$ cat src/rtl/bufpar_pkg.sv
package bufpar_pkg;

    localparam int DATA_W = 25;
    localparam int CS_W   = 2;

    typedef struct packed {
        logic [DATA_W-1:0] dout;
        logic [CS_W-1:0]   cs;
        logic              odt;
        logic              cke;
    } cap_st_t;

    // Covered-bit mask; bit k stands for data input k+1.
    function automatic logic [DATA_W-1:0] cover_mask(input logic lat, input logic span);
        logic [DATA_W-1:0] m;
        for (int n = 1; n <= DATA_W; n++) begin
            logic hit;
            if (lat && span) begin
                hit = (n <= 6) || (n >= 8 && n <= 10) || (n == 12) || (n == 13);
            end else begin
                hit = (n == 2) || (n == 3) || (n == 5) || (n == 6) || (n >= 8);
                if (!lat && span) hit = hit && (n <= 14);
            end
            m[n-1] = hit;
        end
        return m;
    endfunction

endpackage

$ cat src/rtl/bufpar_capture.sv
module bufpar_capture
    import bufpar_pkg::*;
(
    input  logic              clk,
    input  logic              rst_n,
    input  logic [DATA_W-1:0] din,
    input  logic [CS_W-1:0]   cs_n,
    input  logic              odt_in,
    input  logic              cke_in,
    output logic [DATA_W-1:0] dout,
    output logic [CS_W-1:0]   cs_q_n,
    output logic              odt_q,
    output logic              cke_q
);

    cap_st_t st_d, st_q;

    always_comb begin
        st_d     = st_q;
        st_d.cs  = cs_n;
        st_d.odt = odt_in;
        st_d.cke = cke_in;
        if (!(&cs_n)) begin
            st_d.dout = din;
        end
    end

    always_ff @(posedge clk or negedge rst_n) begin
        if (!rst_n) begin
            st_q <= '0;
        end else begin
            st_q <= st_d;
        end
    end

    assign dout   = st_q.dout;
    assign cs_q_n = st_q.cs;
    assign odt_q  = st_q.odt;
    assign cke_q  = st_q.cke;

endmodule

$ cat src/rtl/bufpar_subset.sv
module bufpar_subset
    import bufpar_pkg::*;
(
    input  logic [DATA_W-1:0] din,
    input  logic              sel_lat,
    input  logic              sel_span,
    output logic              par_o
);

    logic [DATA_W-1:0] mask;
    logic [DATA_W-1:0] hit;

    assign mask = cover_mask(sel_lat, sel_span);

    for (genvar i = 0; i < DATA_W; i++) begin : g_bit
        assign hit[i] = din[i] & mask[i];
    end

    assign par_o = ^hit;

endmodule

$ cat src/rtl/bufpar_check.sv
module bufpar_check
    import bufpar_pkg::*;
#(
    parameter int ERR_HOLD = 2
) (
    input  logic            clk,
    input  logic            rst_n,
    input  logic            dp_now,
    input  logic            sel_lat,
    input  logic            par_in,
    input  logic [CS_W-1:0] cs_n,
    output logic            pp_out,
    output logic            err_n
);

    localparam int CNT_W = $clog2(ERR_HOLD) + 1;

    typedef struct packed {
        logic             dp1;
        logic             dp2;
        logic             pp;
        logic             err_n;
        logic [CNT_W-1:0] cnt;
    } chk_st_t;

    chk_st_t st_d, st_q;
    logic    sel;
    logic    mism;

    always_comb begin
        st_d     = st_q;
        st_d.dp1 = dp_now;
        st_d.dp2 = st_q.dp1;
        sel      = sel_lat ? st_q.dp2 : st_q.dp1;
        mism     = sel ^ par_in;
        if (!(&cs_n)) begin
            st_d.pp = mism;
            if (mism) begin
                st_d.err_n = 1'b0;
                st_d.cnt   = CNT_W'(ERR_HOLD - 1);
            end else if (!st_q.err_n) begin
                if (st_q.cnt != '0) begin
                    st_d.cnt = st_q.cnt - 1'b1;
                end else begin
                    st_d.err_n = 1'b1;
                end
            end
        end
    end

    always_ff @(posedge clk or negedge rst_n) begin
        if (!rst_n) begin
            st_q.dp1   <= 1'b0;
            st_q.dp2   <= 1'b0;
            st_q.pp    <= 1'b0;
            st_q.err_n <= 1'b1;
            st_q.cnt   <= '0;
        end else begin
            st_q <= st_d;
        end
    end

    assign pp_out = st_q.pp;
    assign err_n  = st_q.err_n;

endmodule

$ cat src/rtl/bufpar_top.sv
module bufpar_top
    import bufpar_pkg::*;
#(
    parameter int ERR_HOLD = 2
) (
    input  logic              clk,
    input  logic              rst_n,
    input  logic              sel_lat,
    input  logic              sel_span,
    input  logic [DATA_W-1:0] din,
    input  logic [CS_W-1:0]   cs_n,
    input  logic              odt_in,
    input  logic              cke_in,
    input  logic              par_in,
    output logic [DATA_W-1:0] dout_a,
    output logic [DATA_W-1:0] dout_b,
    output logic [CS_W-1:0]   cs_q_n,
    output logic              odt_q,
    output logic              cke_q,
    output logic              pp_out,
    output logic              err_n
);

    logic [DATA_W-1:0] dout_w;
    logic              dp_now;

    bufpar_capture u_cap (
        .clk    (clk),
        .rst_n  (rst_n),
        .din    (din),
        .cs_n   (cs_n),
        .odt_in (odt_in),
        .cke_in (cke_in),
        .dout   (dout_w),
        .cs_q_n (cs_q_n),
        .odt_q  (odt_q),
        .cke_q  (cke_q)
    );

    bufpar_subset u_sub (
        .din      (din),
        .sel_lat  (sel_lat),
        .sel_span (sel_span),
        .par_o    (dp_now)
    );

    bufpar_check #(.ERR_HOLD(ERR_HOLD)) u_chk (
        .clk     (clk),
        .rst_n   (rst_n),
        .dp_now  (dp_now),
        .sel_lat (sel_lat),
        .par_in  (par_in),
        .cs_n    (cs_n),
        .pp_out  (pp_out),
        .err_n   (err_n)
    );

    assign dout_a = dout_w;
    assign dout_b = dout_w;

endmodule

$ cat config.mk
export PLATFORM = sky130hd
export DESIGN_NAME = bufpar_top
export DESIGN_NICKNAME = d
export VERILOG_FILES = /design/src/rtl/bufpar_pkg.sv /design/src/rtl/bufpar_capture.sv /design/src/rtl/bufpar_subset.sv /design/src/rtl/bufpar_check.sv /design/src/rtl/bufpar_top.sv
export SDC_FILE = /design/constraint.sdc
export NUM_CORES = 1
export LEC_CHECK = 0
export CORE_MARGIN = 3
export CORE_UTILIZATION = 46
export DETAILED_ROUTE_END_ITERATION = 10
export DONT_BUFFER_PORTS = 1
export HOLD_SLACK_MARGIN = 0.08
export PLACE_DENSITY = 0.71
export SETUP_SLACK_MARGIN = 0.05
export SYNTH_ARGS = -nofsm -noshare
export SYNTH_HDL_FRONTEND = slang
export SYNTH_HIERARCHICAL = 1
export SYNTH_SLANG_ARGS = --single-unit
$ cat constraint.sdc
create_clock -name clk -period 3.6 [get_ports clk]
set_input_delay 0.72 -clock clk [delete_from_list [all_inputs] [get_ports clk]]
set_output_delay 0.72 -clock clk [all_outputs]
set_load 0.01 [all_outputs]
## Word level (Yosys, flattened, before mapping)

Cells that the tools add are included.

| storage, ports and cells | value |
|---|---|
| memory bits (read-only) | 0 |
| latch bits | 0 |
| input port bits | 34 |
| register bits | 35 |
| word-level logic and storage cells | 45 |
| RAM bits | 0 |
| output and inout bits | 56 |
| memories | 0 |

| operators by class | value |
|---|---|
| divide/modulo/power cells | 0 |
| multipliers | 0 |
| shift-type cells | 0 |
| eq/ne operators | 1 |
| bitwise logic cells | 17 |
| $add $sub $neg | 1 |
| reductions and logical operators | 8 |
| mux-type cells | 9 |
| $lt $le $gt $ge | 0 |

Operator list:

| cell | count |
|---|---|
| $reduce_xor 25->1 | 1 |
| $and 1x1->1 | 15 |
| $mux 1 | 6 |
| $mux 3 | 2 |
| $reduce_bool 2->1 | 2 |
| $reduce_and 3->1 | 1 |
| $logic_and 1x1->1 | 2 |
| $mux 2 | 1 |
| $ne 2x2->1 const B | 1 |
| $reduce_and 2->1 | 1 |
| $sub 2x1->2 const B | 1 |
| $logic_not 1->1 | 1 |
| $not 1->1 | 1 |
| $xor 1x1->1 | 1 |

## Longest topological paths before layout

| depth | value |
|---|---|
| depth in word-level cells | 6 |
| gate-level depth with buffers | 5 |

## Cells and area by module

Netlist, hierarchy kept.

By module, submodules not included:

| module | instances | cells each | area an instance (um^2) | seq. area each (um^2) |
|---|---|---|---|---|
| bufpar_capture | 1 | 57 | 1111.1 | 725.7 |
| bufpar_check | 1 | 22 | 270.3 | 151.4 |
| bufpar_subset | 1 | 24 | 241.5 | 0.0 |
| bufpar_top | 1 | 25 | 187.7 | 0.0 |

## Least setup slack after synthesis

Ideal clock, no wire load.

| timing | value |
|---|---|
| path kind | input port to flip-flop |
| from | input din[5] |
| to | register u_chk.st_q, in the netlist u_chk/st_d[4] |
| slack | 1.806 ns |
| setup time | 0.125 ns |
| data arrival time | 1.668 ns |
| stages | 5 |
| path through | xnor2_1 > xnor3_1 > xnor2_1 > xnor2_1 > xnor2_1 |

| between the ends | value |
|---|---|
| word-level cells in the longest chain between the ends | 1 |

RTL lines:

| what | RTL line | source |
|---|---|---|
| start, declared | bufpar_top.sv:10 | `input logic [DATA_W-1:0] din,` |
| $reduce_xor 25->1 | bufpar_subset.sv:19 | `assign par_o = ^hit;` |
| net dp_now | bufpar_top.sv:25 | `logic dp_now;` |
| end signal, assigned | bufpar_check.sv:59 | `st_q <= st_d;` |
| end, declared | bufpar_check.sv:26 | `chk_st_t st_d, st_q;` |

The timed path passes the listed nets, and every way through them passes these cells.
A chain may end at the register's enable or synchronous reset.

## Worst setup path after layout

Ends and elaborated chain as after synthesis.

==> metrics <==
post-route cell area=between 0.0015 and 0.002 sq mm; CP max FO=2; Switch Pwr=272.2 uW; Clk network pwr share=roughly 27%; worst setup margin=2.001 ns; CP cell instances=xnor2_1, xnor3_1, xnor2_1, xnor2_1, xnor2_1; detailed-placement wirelength estimate=2.104 mm; CTS tree=built; layout net count=143; Ant. Diodes=0; hold_ws=0.1346 ns; measured slew at the worst slew-check pin=0.7981 ns; fraction of the cycle the final worst path needs=around 44%; final setup fails=0; Sw Share=between 20 and 30%; CP endpoint kind=register; Seq pwr share=53.7%; Hold/Removal Path Class=input port to async pin; grt ovf=0; worst-skew pair later-pin latency=between 0.2 and 0.3 ns; crit path launch type=input port; first-pass GRT wire length=between 4 and 5 mm; DR vias/cell=about 5.2; cts repair resizes=0; final WL=2.905 mm; R2R setup slack=between 2 and 2.5 ns; total track usage=a little over an eighth; Synth area leaders=dfrtp_1, mux2_4, buf_4, xnor2_1, mux2_2; Filler Cell Count=329; Met2 Routed Length=~1.4 mm; Max Fclk=~630 MHz; commonest cells after routing, fill and taps aside=dfrtp_1, mux2_4, xnor2_1; number of DRC markers in iteration 0=10; layout cells sized above 1=between 30% and 40%; clk sinks=35; top-area cell type share of the netlist area=a little under half; worst flop-to-flop path startpoint=u_chk/st_q[0]$_DFFE_PN0P_; Worst-path clk slew=0.07 ns; CTS Buffer Depth=2; Initial Util=48.72%; GPL Wtd Cong=0.5960; Worst path slowest cell=xnor3_1; die area=0.004725 sq mm; port bufs=0; Routed Antenna Nets=0; WL/cell=~19 um; cell taking the most area after synthesis=dfrtp_1; Internal Power=a little over 700 uW; relative slew slack=a little under half; Via Count=around 810; PwrDens=560.7 mW/mm^2; Post-synth top flop=dfrtp_1; setup repair bufs after CTS=0; Max-Cap Viols=0; CP Depth=5; placed cell areas=~0.0017 sq mm; Layout area overhead=-3.801%; met3 routed WL=about 360 um; Place WS=1.712 ns; commonest non-fill, non-tap cell in the layout=dfrtp_1; Setup crit start=din[5]; most frequent CP cell=xnor2_1; initial antenna violation count=0; cell area after synthesis=about 0.0018 sq mm; Num CTS Buffers=5; router iterations before antenna repair=3; RSZ-0062 raised after global routing=false; Post-synth ARST share=between 90% and 100%; row count=22; Leak=between 0.8 and 0.9 nW; Post-synth EDFFs=0; CP Class=input port to register; Remaining DRCs=0; Fin Setup TNS=0 ns; top sig layer=met4; core box area=about 0.0037 sq mm; die height=a little under 70 um; Tmin final=roughly 1.6 ns; # IOs=90; CTS root buf=clkbuf_8; Ys Warns=6; Comb pwr share=19.2%; Post-Syn Instances=128; RR Endpoint=u_chk/st_q[0]$_DFFE_PN0P_; worst r2r path cells=5; Mean Syn Cell Area=14.14 sq um; status=finished, final reports clean; crit path DAT=1.80 ns; Seq/Total Area, Yosys=48.45%; crit-path max cell delay=around 0.43 ns; Syn Nets=between 150 and 200; H-tree depth=2; CP top delay family=XOR/XNOR gates; distinct cell type count after synthesis=26; Slew Limit Fails=0; vias in the first global route=936; final hold vios=0; maximum VDD drop=about 240 uV; critical path data required time=around 3.8 ns; largest net degree at the start of global routing=36; met1 wire length=between 1 and 1.5 mm; Crit path buffers/inverters=0; hold_buf cts=0; Die Wd=approximately 69 um; clk_skew=between 0.0002 and 0.0003 ns; flops & latches, synth=35
## synthesized netlist by cell type (2+ instances only)
library cell,n
mux2_2,5
nand2_1,4
buf_6,2
xnor2_1,13
buf_4,25
nand3_1,2
inv_1,2
dfrtp_1,34
xnor3_1,2
mux2_4,20
xor2_1,4
## power groups by stage
stage / registers (mW) / logic (mW) / clock network (mW)
floorplan: 0.506 / 0.216 / 0
global placement: 0.529 / 0.182 / 0
detailed placement: 0.532 / 0.191 / 0
CTS: 0.526 / 0.192 / 0.276
global route: 0.535 / 0.210 / 0.297
finish: 0.524 / 0.188 / 0.264
## worst reg2reg max path: stages (launching register included)
cell      delay [ns]
dfrtp_1         0.36
inv_1           0.05
ha_1            0.21
a211oi_2        0.30
xnor2_1         0.16
nand2_1         0.06
## metrics by stage
stage | power, mW | util (%) | std cells
detailed placement | 0.7235 | 44.68 | 149
floorplan | 0.7226 | - | 128
global placement | 0.7108 | 44.68 | 149
finish | 0.9766 | 46.87 | 157
CTS | 0.9937 | 46.87 | 157
global route | 1.042 | 46.87 | 157
## how the worst max path moves through the flow
stage	to
finish	u_chk/st_d[4]$_DFF_PN0_
global route	u_chk/st_d[4]$_DFF_PN0_
CTS	u_chk/st_d[4]$_DFF_PN0_
detailed placement	u_chk/st_d[4]$_DFF_PN0_
global placement	u_chk/st_d[4]$_DFF_PN0_
floorplan	u_chk/st_d[4]$_DFF_PN0_
## per-layer routing
layer	vias to the layer above	global-route usage, %
met4	0	6.813
met2	51	20.86
met5	-	0
met1	393	14.10
li1	360	-
met3	5	7.455
## flip-flops by register name, indices dropped and copies added, names as in the netlist
signal        flops
u_chk/err_n       1
u_chk/st_d        1
u_cap/dout       25
u_cap/cs_q_n      2
u_cap/cke_q       1
u_chk/pp_out      1
u_chk/st_q        3
u_cap/odt_q       1
## logic make-up (layout without fill, tap and decap cells)
group           after synthesis  in the layout  synth area share, %
compound gates                7              7                3.041
xor+xnor                     20             20                11.61
fa+ha+maj                     1              1               0.6910
buf+inv                      29             10                12.02
flops                        35             35                48.45
mux                          28             28                22.25
simple gates                  8              8                1.935
## final cells by class
class / count / area (sq um) / share of cell area [%]
Tap cell: 48 / 60.06 / 3.448
Inverter: 2 / 7.507 / 0.4310
Clock inverter: 1 / 5.005 / 0.2874
Clock buffer: 7 / 76.32 / 4.382
Sequential cell: 35 / 877.1 / 50.36
Multi-Input combinational cell: 64 / 715.7 / 41.09
(Power assumes the default switching activity.)
